### config.mk
export PLATFORM = sky130hd
export DESIGN_NAME = strap_pd_ctrl
export DESIGN_NICKNAME = d
export VERILOG_FILES = /design/src/rtl/strap_pd_pkg.sv /design/src/rtl/strap_sync.sv /design/src/rtl/strap_latch.sv /design/src/rtl/pd_seq.sv /design/src/rtl/strap_pd_ctrl.sv
export SDC_FILE = /design/constraint.sdc
export NUM_CORES = 1
export LEC_CHECK = 0
export BUFFER_PORTS_ARGS = -buffer_cell sky130_fd_sc_hd__buf_4
export CAP_MARGIN = 40
export CORE_MARGIN = 1.5
export CORE_UTILIZATION = 48
export CTS_BUF_LIST = sky130_fd_sc_hd__clkbuf_8
export CTS_CLUSTER_DIAMETER = 150
export DETAILED_ROUTE_END_ITERATION = 6
export HOLD_SLACK_MARGIN = 0.12
export PLACE_DENSITY = 0.73
export SKIP_LAST_GASP = 1
export SLEW_MARGIN = 10
export SYNTH_ARGS = -nofsm -noshare
export SYNTH_HDL_FRONTEND = slang
export SYNTH_SLANG_ARGS = --single-unit
### constraint.sdc
create_clock -name clk_i -period 4.2 [get_ports clk_i]
set_input_delay 0.42 -clock clk_i [delete_from_list [all_inputs] [get_ports clk_i]]
set_output_delay 0.42 -clock clk_i [all_outputs]
set_load 0.1 [all_outputs]
### src/rtl/strap_pd_pkg.sv
`timescale 1ns/1ps
package strap_pd_pkg;
  localparam int STRAP_W = 5;

  typedef struct packed {
    logic       volt;
    logic       outsel;
    logic [2:0] fs;
  } strap_t;

  typedef enum logic [2:0] {
    ST_WAIT, ST_RUN, ST_PARK, ST_SYN_DN, ST_OSC_DN, ST_DOWN, ST_OSC_UP, ST_LOCK
  } seq_state_e;
endpackage

### src/rtl/strap_sync.sv
`timescale 1ns/1ps
module strap_sync #(
  parameter int WIDTH  = 1,
  parameter int STAGES = 2
) (
  input  logic             clk_i,
  input  logic             rst_ni,
  input  logic [WIDTH-1:0] d_i,
  input  logic [WIDTH-1:0] rst_val_i,
  output logic [WIDTH-1:0] q_o
);
  logic [WIDTH-1:0] stage_q [STAGES];

  for (genvar s = 0; s < STAGES; s++) begin : g_stage
    always_ff @(posedge clk_i or negedge rst_ni) begin
      if (!rst_ni) stage_q[s] <= rst_val_i;
      else if (s == 0) stage_q[s] <= d_i;
      else stage_q[s] <= stage_q[(s == 0) ? 0 : s-1];
    end
  end

  assign q_o = stage_q[STAGES-1];
endmodule

### src/rtl/strap_latch.sv
`timescale 1ns/1ps
module strap_latch
  import strap_pd_pkg::*;
(
  input  logic   clk_i,
  input  logic   rst_ni,
  input  logic   cap_i,
  input  strap_t pad_i,
  output strap_t val_o
);
  strap_t val_q;
  logic   done_q;

  always_ff @(posedge clk_i or negedge rst_ni) begin
    if (!rst_ni) begin
      val_q  <= '0;
      done_q <= 1'b0;
    end else if (cap_i && !done_q) begin
      val_q  <= pad_i;
      done_q <= 1'b1;
    end
  end

  assign val_o = val_q;

  // once loaded, never reloaded without reset
  a_r8_latch_hold: assert property (@(posedge clk_i) disable iff (!rst_ni)
    done_q |=> $stable(val_q));
  // the capture strobe fires once per reset
  a_r8_single_capture: assert property (@(posedge clk_i) disable iff (!rst_ni)
    done_q |-> !cap_i);
endmodule

### src/rtl/pd_seq.sv
`timescale 1ns/1ps
module pd_seq
  import strap_pd_pkg::*;
#(
  parameter int SEQ_CYC  = 4,
  parameter int LOCK_CYC = 16
) (
  input  logic clk_i,
  input  logic rst_ni,
  input  logic pg_i,
  input  logic cpu_ph_i,
  output logic cap_o,
  output logic oe_o,
  output logic run_o,
  output logic synth_off_o,
  output logic osc_off_o
);
  localparam int MAX_LIM = (SEQ_CYC > LOCK_CYC) ? SEQ_CYC : LOCK_CYC;
  localparam int CNT_W   = $clog2(MAX_LIM + 1);
  localparam logic [CNT_W-1:0] SEQ_LAST  = CNT_W'(SEQ_CYC - 1);
  localparam logic [CNT_W-1:0] LOCK_LAST = CNT_W'(LOCK_CYC - 1);

  seq_state_e       state_q;
  logic [CNT_W-1:0] cnt_q;
  logic             cpu_q, oe_q, run_q, syn_q, osc_q;
  logic             cpu_fall;

  assign cpu_fall = cpu_q && !cpu_ph_i;
  assign cap_o    = (state_q == ST_WAIT) && pg_i;

  always_ff @(posedge clk_i or negedge rst_ni) begin
    if (!rst_ni) begin
      state_q <= ST_WAIT;
      cnt_q   <= '0;
      cpu_q   <= 1'b0;
      oe_q    <= 1'b0;
      run_q   <= 1'b0;
      syn_q   <= 1'b0;
      osc_q   <= 1'b0;
    end else begin
      cpu_q <= cpu_ph_i;
      cnt_q <= cnt_q + 1'b1;
      unique case (state_q)
        ST_WAIT: if (pg_i) begin
          state_q <= ST_RUN;
          oe_q    <= 1'b1;
          run_q   <= 1'b1;
        end
        ST_RUN: if (!pg_i) state_q <= ST_PARK;
        ST_PARK: begin
          if (pg_i) state_q <= ST_RUN;
          else if (cpu_fall) begin
            run_q   <= 1'b0;
            cnt_q   <= '0;
            state_q <= ST_SYN_DN;
          end
        end
        ST_SYN_DN: if (cnt_q == SEQ_LAST) begin
          syn_q   <= 1'b1;
          cnt_q   <= '0;
          state_q <= ST_OSC_DN;
        end
        ST_OSC_DN: if (cnt_q == SEQ_LAST) begin
          osc_q   <= 1'b1;
          state_q <= ST_DOWN;
        end
        ST_DOWN: if (pg_i) begin
          osc_q   <= 1'b0;
          cnt_q   <= '0;
          state_q <= ST_OSC_UP;
        end
        ST_OSC_UP: if (cnt_q == SEQ_LAST) begin
          syn_q   <= 1'b0;
          cnt_q   <= '0;
          state_q <= ST_LOCK;
        end
        ST_LOCK: if (cnt_q == LOCK_LAST) begin
          run_q   <= 1'b1;
          state_q <= ST_RUN;
        end
        default: state_q <= ST_WAIT;
      endcase
    end
  end

  assign oe_o        = oe_q;
  assign run_o       = run_q;
  assign synth_off_o = syn_q;
  assign osc_off_o   = osc_q;

  // pads stay outputs once turned over
  a_r2_oe_sticky: assert property (@(posedge clk_i) disable iff (!rst_ni)
    oe_q |=> oe_q);
  // clocks park only on a processor phase fall
  a_r5_park_on_fall: assert property (@(posedge clk_i) disable iff (!rst_ni)
    $fell(run_q) |-> $past(cpu_fall));
  // synthesizer off only with clocks parked
  a_r6_synth_after_park: assert property (@(posedge clk_i) disable iff (!rst_ni)
    syn_q |-> !run_q);
  // oscillator off only with synthesizer off
  a_r6_osc_after_synth: assert property (@(posedge clk_i) disable iff (!rst_ni)
    osc_q |-> syn_q);
  // synthesizer wakes after the oscillator
  a_r7_wake_order: assert property (@(posedge clk_i) disable iff (!rst_ni)
    $fell(syn_q) |-> !osc_q);
  // nothing runs before the pads are turned over
  a_r1_run_needs_oe: assert property (@(posedge clk_i) disable iff (!rst_ni)
    run_q |-> oe_q);
endmodule

### src/rtl/strap_pd_ctrl.sv
`timescale 1ns/1ps
module strap_pd_ctrl
  import strap_pd_pkg::*;
#(
  parameter int         SYNC_STAGES = 2,
  parameter int         SEQ_CYC     = 4,
  parameter int         LOCK_CYC    = 16,
  parameter logic       STRAP_FS3   = 1'b0
) (
  input  logic                 clk_i,
  input  logic                 rst_ni,
  input  logic                 pwrgd_pd_i,
  input  logic [STRAP_W-1:0]   strap_i,
  input  logic                 cpu_ph_i,
  input  logic                 cpu_stop_ni,
  input  logic                 pci_stop_ni,
  input  logic                 freq_src_i,
  input  logic [3:0]           freq_reg_i,
  output logic                 strap_oe_o,
  output logic [3:0]           freq_sel_o,
  output logic                 out_sel_o,
  output logic                 volt_sel_o,
  output logic                 clk_run_o,
  output logic                 cpu_run_o,
  output logic                 pci_run_o,
  output logic                 synth_off_o,
  output logic                 osc_off_o
);
  logic [2:0] async_in, async_s;
  logic       pg_s, cpu_stop_s, pci_stop_s, cap;
  strap_t     strap_val;

  assign async_in = {pci_stop_ni, cpu_stop_ni, pwrgd_pd_i};

  strap_sync #(.WIDTH(3), .STAGES(SYNC_STAGES)) i_sync (
    .clk_i, .rst_ni, .d_i(async_in), .rst_val_i(3'b110), .q_o(async_s)
  );
  assign {pci_stop_s, cpu_stop_s, pg_s} = async_s;

  pd_seq #(.SEQ_CYC(SEQ_CYC), .LOCK_CYC(LOCK_CYC)) i_seq (
    .clk_i, .rst_ni, .pg_i(pg_s), .cpu_ph_i,
    .cap_o(cap), .oe_o(strap_oe_o), .run_o(clk_run_o),
    .synth_off_o, .osc_off_o
  );

  strap_latch i_latch (
    .clk_i, .rst_ni, .cap_i(cap), .pad_i(strap_t'(strap_i)), .val_o(strap_val)
  );

  assign freq_sel_o = freq_src_i ? freq_reg_i : {STRAP_FS3, strap_val.fs};
  assign out_sel_o  = strap_val.outsel;
  assign volt_sel_o = strap_val.volt;
  assign cpu_run_o  = clk_run_o && cpu_stop_s;
  assign pci_run_o  = clk_run_o && pci_stop_s;

  // stop inputs cannot enable clocks while the oscillator is off
  a_r9_stop_ignored: assert property (@(posedge clk_i) disable iff (!rst_ni)
    osc_off_o |-> (!cpu_run_o && !pci_run_o));
  // strap source never shows a register value
  a_r4_strap_msb: assert property (@(posedge clk_i) disable iff (!rst_ni)
    !freq_src_i |-> (freq_sel_o[3] == STRAP_FS3));
endmodule

---- Word level (Yosys, flattened, before mapping) ----
Index checks and enable logic that the tools add are counted.
word-level totals
  bits in registers ....................... 25
  input bits .............................. 16
cells by class
  add/sub/neg operators ................... 1
  muxes and demuxes ....................... 26
  reductions and logical operators ........ 17
  eq/ne operators ......................... 19
operators with widths
  kind                                                                    count
  3-bit 2-to-1 mux                                                        9
  3-bit one-hot mux with 8 select lines                                   1
  5-bit 2-to-1 mux                                                        4
  5-bit one-hot mux with 3 select lines                                   1
  3-bit equality test (second input constant)                             4
  2-bit by 1-bit != test with 1-bit output (second input constant)        5
  2-bit != test (second input constant)                                   4
  8-bit AND reduction                                                     1
  1-bit 2-to-1 mux                                                        7
  3-bit by 2-bit equality test with 1-bit output (second input constant)  2
  3-bit AND reduction                                                     2
  5-bit by 1-bit adder with 5-bit output (second input constant)          1
  5-bit by 2-bit equality test with 1-bit output (second input constant)  1
  5-bit by 4-bit equality test with 1-bit output (second input constant)  1
  1-bit logical AND                                                       5
  5-bit AND reduction                                                     1
  4-bit 2-to-1 mux                                                        1
  1-bit one-hot mux with 2 select lines                                   2
  2-bit nonzero test                                                      2
  3-bit by 1-bit equality test with 1-bit output (second input constant)  1
  3-bit logical NOT                                                       1
  3-bit by 2-bit != test with 1-bit output (second input constant)        1
  1-bit one-hot mux with 3 select lines                                   1
  3-bit nonzero test                                                      1
  other kinds (3)                                                         4

---- Longest topological paths before layout ----
Gate-level depths: netlist of the first run.
  word-level depth ........................ 5
  gate-level depth with buffers ........... 5

---- Worst setup path before layout of the first run ----
No wires, ideal clock.
  kind .................................... register to output
  start ................................... register i_seq.run_q (netlist: i_seq.run_o)
  end ..................................... output port pci_run_o
  data arrival time ....................... 1.807 ns
  stages on the path, launching flop included .. 2
  required time ........................... 3.780 ns
  slack ................................... 1.973 ns
  cells stage by stage .................... dfrtp_1 > and2_1
on the way
  cells in the longest elaborated chain, start to end .. 1
RTL lines
  what                    line                 source
  from (decl)             pd_seq.sv:25         logic cpu_q, oe_q, run_q, syn_q, osc_q;
  from (signal assigned)  pd_seq.sv:37         run_q <= 1'b0;
  from (signal assigned)  pd_seq.sv:47         run_q <= 1'b1;
  from (signal assigned)  pd_seq.sv:53         run_q <= 1'b0;
  1-bit logical AND       strap_pd_ctrl.sv:54  assign pci_run_o = clk_run_o && pci_stop_s;
  to (decl)               strap_pd_ctrl.sv:25  output logic pci_run_o,
No other way between the ends.

---- Worst setup path after layout of the first run ----
  start ................................... register i_seq.cnt_q[0]
  end ..................................... register i_seq.state_q[1]
on the way
  cells in the longest elaborated chain, start to end .. 3
RTL lines
  what                                                                                                              line          source
  from (decl)                                                                                                       pd_seq.sv:24  logic [CNT_W-1:0] cnt_q;
  from (signal assigned)                                                                                            pd_seq.sv:42  cnt_q <= cnt_q + 1'b1;
  5-bit by 4-bit equality test with 1-bit output or 5-bit by 2-bit equality test with 1-bit output (tied branches)  -
  2-bit by 1-bit != test with 1-bit output (no line)                                                                -
  8-bit AND reduction (no line) *                                                                                   -
  to (signal assigned)                                                                                              pd_seq.sv:75  state_q <= ST_LOCK;
  to (signal assigned)                                                                                              pd_seq.sv:79  state_q <= ST_RUN;
  to (signal assigned)                                                                                              pd_seq.sv:81  default: state_q <= ST_WAIT;
  to (decl)                                                                                                         pd_seq.sv:23  seq_state_e state_q;
Every way passes the cells marked *; elsewhere a longest branch is shown, timed or not.
A chain may end at the register's enable or synchronous reset.

==> results_dict.tcl, run 1 <==
set metrics [dict create \
    clock_path_buffers 2 \
    finalCriticalPeriod_ns 1.81 \
    ys_ff_latch 25 \
    num_antenna_cells 0 \
    peakVddDrop_mv 0.456 \
    synth_flop_cell "dfrtp_1" \
    dr.pass1.iters 3 \
    path_class "reg2reg" \
    synth_compound_area_frac 0.0956 \
    cellLeakagePower_nw 0.641 \
    grt_pass1_vias 727 \
    vias_per_cell 5.45 \
    yosysTopAreaCell "dfrtp_1" \
    synth.top_cell.area_share 0.462 \
    finalMaxSlewViolations 0 \
    synth.cell_area_mm2 0.00114 \
    synth_xor_area_frac 0.0308 \
    area_delta_synth_final_pct 24.0 \
    hpwl_um 1470 \
    ioPinCount 28 \
    status "complete, no violations" \
    fp.dieW_um 51.7 \
    grt-ovfl-total 0 \
    cts-buffers-inserted 3 \
    start_util 0.510 \
    fp-row-count 17 \
    syn_nets 107 \
    htreeDepth 1 \
    totalWireLength_um 2070 \
    finClkSkew_ns 0.00328 \
    synth_top_family_by_area "simple AND/OR/NAND/NOR gates" \
    drive_gt1_frac 0.398 \
    crit_family "compound AO/OA/AOI/OAI gates" \
    fmax_mhz 553 \
    grt_first_pass_wirelength_um 3240 \
    setup-tns-final_ns 0 \
    arrival_ns 1.96 \
    clk_latency_ns 0.28 \
    core-area_mm2 0.00223 \
    async_reset_ff_frac 1.00 \
    yosysWarningCount 0 \
    max_stage_delay_ns 0.52 \
    routedWlPerCell_um 14.2 \
    cts_tree "done" \
    antenna_left 0 \
    avgSynthCellArea_um2 12.8 \
    portBuffers 27 \
    dieHeight_um 51.7 \
    clockRootBuffer "clkbuf_8" \
    synthAdderAreaFrac 0.0220 \
    drt_iter0_drc 5 \
    hold_path.class "in2reg" \
    cp_slowest_cell "or4b_1" \
    slew_headroom 0.537 \
    rsz0062_at_grt "false" \
    antenna_found_initial 0 \
    period_share 0.431 \
    place.gp.congestion 0.732 \
    synth_mux_area_frac 0.0956 \
    clk_pin_slew_ns 0.09 \
    cp-start-kind "flip-flop" \
    hold_viol 0 \
    grt_util_all_layers 0.171 \
    dpl-instance-area_mm2 0.00135 \
    cp.required_ns 4.35 \
    yosys.area_share.simple 0.168 \
    vias 796 \
    cts_sinks 25 \
    synthCells 89 \
    die-area_mm2 0.00267 \
    yosysUniqueCellTypes 39 \
    ys_seq_area_frac 0.554 \
    fin_area_mm2 0.00141 \
    drcViolationCount 0 \
    power_density_mw_per_mm2 769 \
    synth_edf_count 0 \
    synthTopCellsByArea "dfrtp_1 (46%), dfstp_2 (9.2%), mux2_4 (6.6%), mux2_2 (3.0%), xnor2_1 (2.3%)" \
    setup_viol 0 \
    end_kind "flip-flop" \
    critPathBufInv 0 \
    cp_max_fo 4 \
    nets 137 \
    cap_violations 0 \
    post_cts_resize_count 0 \
    crit_path_cell_trace "ha_1 > or4b_1 > o311ai_0 > a31oi_1" \
    grt_max_degree 26 \
    tightest_slew_ns 0.685 \
]
## flip-flops by register name, indices dropped and copies added (netlist names), 3 cells and up
register and cells:
i_latch.val_o 5, i_sync.q_o 3, i_seq.cnt_q 5, i_seq.state_q 3, i_sync.stage_q 3
## Yosys cell counts (2+ instances only)
master and instances:
inv_1 4, dfstp_2 4, a31oi_1 4, xnor2_1 3
a21oi_1 2, mux2_4 5, nand2_1 2, or2b_1 2
ha_1 2, mux2_2 3, o31ai_1 2, o21ai_0 2
dfrtp_1 21, and2_1 3, nand3_1 2, nand3b_1 2
nor3_1 4
## area by class of cell
cell class	count	area (um^2)
inverters	4	15.0
multi-input cells	57	469
well taps	28	35.0
repair buffers	28	213
fillers	179	822
clock inverters	1	7.51
clock buffers	3	41.3
flip-flops and latches	25	631
## cells by family (layout without fill, tap and decap cells)
family | after synthesis | count (layout)
adder cells (fa/ha/maj) | 2 | 2
flip-flops | 25 | 25
buffers and inverters | 7 | 36
AND/OR/NAND/NOR | 27 | 27
AO/OA/AOI/OAI | 16 | 16
multiplexers | 8 | 8
XOR/XNOR | 4 | 4
## placed cells by master (no fill, tap or decap), types with 2 or more instances in the layout
master	count
a21oi_1	2
a31oi_1	4
and2_1	3
buf_4	27
clkbuf_8	3
dfrtp_1	21
dfstp_2	4
ha_1	2
inv_1	4
mux2_2	3
mux2_4	5
nand2_1	2
nand3_1	2
nand3b_1	2
nor3_1	4
o21ai_0	2
o31ai_1	2
or2b_1	2
xnor2_1	3
## worst reg2reg max path, cell delays in order, from the launching register on
cell      delay [ns]
dfrtp_1         0.38
ha_1            0.22
or4b_1          0.52
o311ai_0        0.40
a31oi_1         0.16
## what timing repair did
item / in CTS / in global routing
endpoints found under the setup margin: 0 / 0
hold endpoints to repair: 21 / 0
hold buffers: 1 / 0
setup buffers: 0 / 0
## final timing paths
path / start / endpoint / slack [ns] / cells after the start
worst max-delay path: i_seq.cnt_q[0] / i_seq.state_q[1] / 2.39 / 4
worst min-delay path: pci_stop_ni / i_sync.stage_q[5] / 0.24 / 1
worst max register to register: i_seq.cnt_q[0] / i_seq.state_q[1] / 2.39 / 4
worst min register to register: i_sync.stage_q[3] / i_sync.q_o[0] / 0.36 / 0
max in group asynchronous: rst_ni / i_sync.stage_q[4] / 3.35 / 2
min in group asynchronous: rst_ni / i_seq.cnt_q[4] / 0.56 / 2
## where the power goes
part	total (W)	leakage, nW	internal, W	switching (W)
Combinational	0.000525	0.337	0.000177	0.000348
Sequential	0.000414	0.283	0.000320	0.0000937
Clock	0.000147	0.0217	0.0000674	0.0000791
## per-layer routing
metal | GRT usage | routed length, um | vias up
met4 | 0.0789 | 34 | 0
met1 | 0.201 | 896 | 389
met2 | 0.293 | 1050 | 18
li1 | - | - | 384
met5 | 0 | 0 | -
met3 | 0.0431 | 87 | 5
## metrics by stage
step | hold slack [ns] | total power (W) | setup slack (ns) | util | instances
after floorplan | 0.124 | 0.000839 | 1.97 | - | 89
after global placement | 0.332 | 0.000927 | 2.46 | 0.606 | 141
after detailed placement | 0.336 | 0.000939 | 2.45 | 0.606 | 141
after CTS | 0.243 | 0.00109 | 2.38 | 0.632 | 146
after global routing | 0.231 | 0.00114 | 2.32 | 0.632 | 146
final | 0.244 | 0.00109 | 2.39 | 0.632 | 146
Power figures use the tool's default switching activity.
==> run 2, diff against run 1 <==
==> constraint.sdc (replaced) <==
create_clock -name clk_i -period 1.8 [get_ports clk_i]
set_input_delay 0.18 -clock clk_i [delete_from_list [all_inputs] [get_ports clk_i]]
set_output_delay 0.18 -clock clk_i [all_outputs]
set_load 0.1 [all_outputs]
==> results_dict.tcl, run 2 (same netlist as run 1, synthesis figures left out) <==
set metrics [dict create \
    peakVddDrop_mv 1.13 \
    grt_first_pass_wirelength_um 3550 \
    p_total_w 0.00261 \
    status "complete, no violations" \
    mostFrequentLayoutCells "buf_4 (32), dfrtp_1 (21), mux2_4 (5), dlygate4sd3_1 (5)" \
    cellLeakagePower_nw 0.686 \
    drive_gt1_frac 0.433 \
    post_cts_buffers 0 \
    drcViolationCount 0 \
    path_class "reg2reg" \
    routedWlPerCell_um 13.7 \
    place.gp.congestion 0.768 \
    fmax_mhz 589 \
    period_share 0.943 \
    antenna_left 0 \
    cp-start-kind "flip-flop" \
    n_fill_cell 180 \
    fp-row-count 17 \
    grt_util_all_layers 0.180 \
    r2r_cells 5 \
    pre_cts_slack_ns 0.0341 \
    portBuffers 27 \
    core-area_mm2 0.00223 \
    power_density_mw_per_mm2 1750 \
    start_util 0.510 \
    clk_pin_slew_ns 0.09 \
    vias 834 \
    clockRootBuffer "clkbuf_8" \
    hpwl_um 1520 \
    fin_ws_ns 0.102 \
    setup_viol 0 \
    nets 146 \
    cts_tree "done" \
    cp_max_fo 4 \
    dieHeight_um 51.7 \
    die-area_mm2 0.00267 \
    clock_path_buffers 2 \
    hold_path.class "in2reg" \
    grt_pass1_vias 801 \
    cap_violations 0 \
    ioPinCount 28 \
    cp.required_ns 1.99 \
    hold_ws_ns 0.142 \
    arrival_ns 1.89 \
    finalCriticalPeriod_ns 1.70 \
    fin_area_mm2 0.00150 \
    min_path_cells 2 \
    setup-tns-final_ns 0 \
    finalMaxSlewViolations 0 \
    vias_per_cell 5.38 \
    clk_latency_ns 0.26 \
    end_kind "flip-flop" \
    hold_viol 0 \
    dpl-instance-area_mm2 0.00139 \
    slew_headroom 0.718 \
    antenna_found_initial 0 \
    dr.pass1.iters 4 \
    totalWireLength_um 2130 \
    num_antenna_cells 0 \
    tightest_slew_ns 0.423 \
    htreeDepth 1 \
    fp.dieW_um 51.7 \
    cts-buffers-inserted 3 \
    grt_max_degree 26 \
    cts_sinks 25 \
    drt_iter0_drc 11 \
    rsz0062_at_grt "false" \
    layout_commonest_cell "buf_4" \
    area_delta_synth_final_pct 31.4 \
    finClkSkew_ns 0.00145 \
    grt-ovfl-total 0 \
]
[run 2: final timing paths]
check                             startpoint          endpoint  slack, ns
max                           i_seq.cnt_q[0]  i_seq.state_q[1]       0.10
min                               strap_i[2]  i_latch.val_o[2]       0.14
max reg2reg                   i_seq.cnt_q[0]  i_seq.state_q[1]       0.10
min reg2reg                i_sync.stage_q[3]     i_sync.q_o[0]       0.35
max in group asynchronous             rst_ni     i_sync.q_o[2]       1.16
min in group asynchronous             rst_ni    i_seq.cnt_q[4]       0.34
[run 2: metrics by stage]
| step | instances | util |
|---|---|---|
| finish | 155 | 0.670 |
| global route | 155 | 0.670 |
| CTS | 155 | 0.668 |
| detailed placement | 146 | 0.624 |
| global placement | 146 | 0.624 |
| floorplan | 89 | - |
[run 2: repair_timing]
| item | CTS | global route |
|---|---|---|
| hold endpoints to repair | 29 | 0 |
| resized for setup | 0 | 2 |
| endpoints found under the setup margin | 0 | 5 |
| hold buffers | 5 | 0 |
[run 2: power breakdown]
part | total (W) | internal [W] | switching, W
Clock | 0.000334 | 0.000157 | 0.000177
Combinational | 0.00140 | 0.000476 | 0.000922
Sequential | 0.000880 | 0.000748 | 0.000132
[run 2: layout make-up]
class / count / area [um^2] / share of cell area
repair buffers: 37 / 290 / 0.194
clock buffers: 3 / 41.3 / 0.0276
inverters: 4 / 15.0 / 0.0100
well taps: 28 / 35.0 / 0.0234
flip-flops and latches: 25 / 631 / 0.421
clock inverters: 1 / 7.51 / 0.00502
multi-input cells: 57 / 477 / 0.319
[run 2: worst max-delay path, cell delays in order (launching register included)]
cell and delay, ns:
dfrtp_1 0.41, ha_1 0.25, and3_1 0.20, ha_1 0.21, or4_1 0.40, a31oi_1 0.16
[run 2: routing by layer]
metal | track usage | up-vias | wire, um
li1 | - | 400 | -
met1 | 0.243 | 411 | 921
met2 | 0.291 | 21 | 1110
met3 | 0.0287 | 2 | 75
met4 | 0.0746 | 0 | 15
met5 | 0 | - | 0
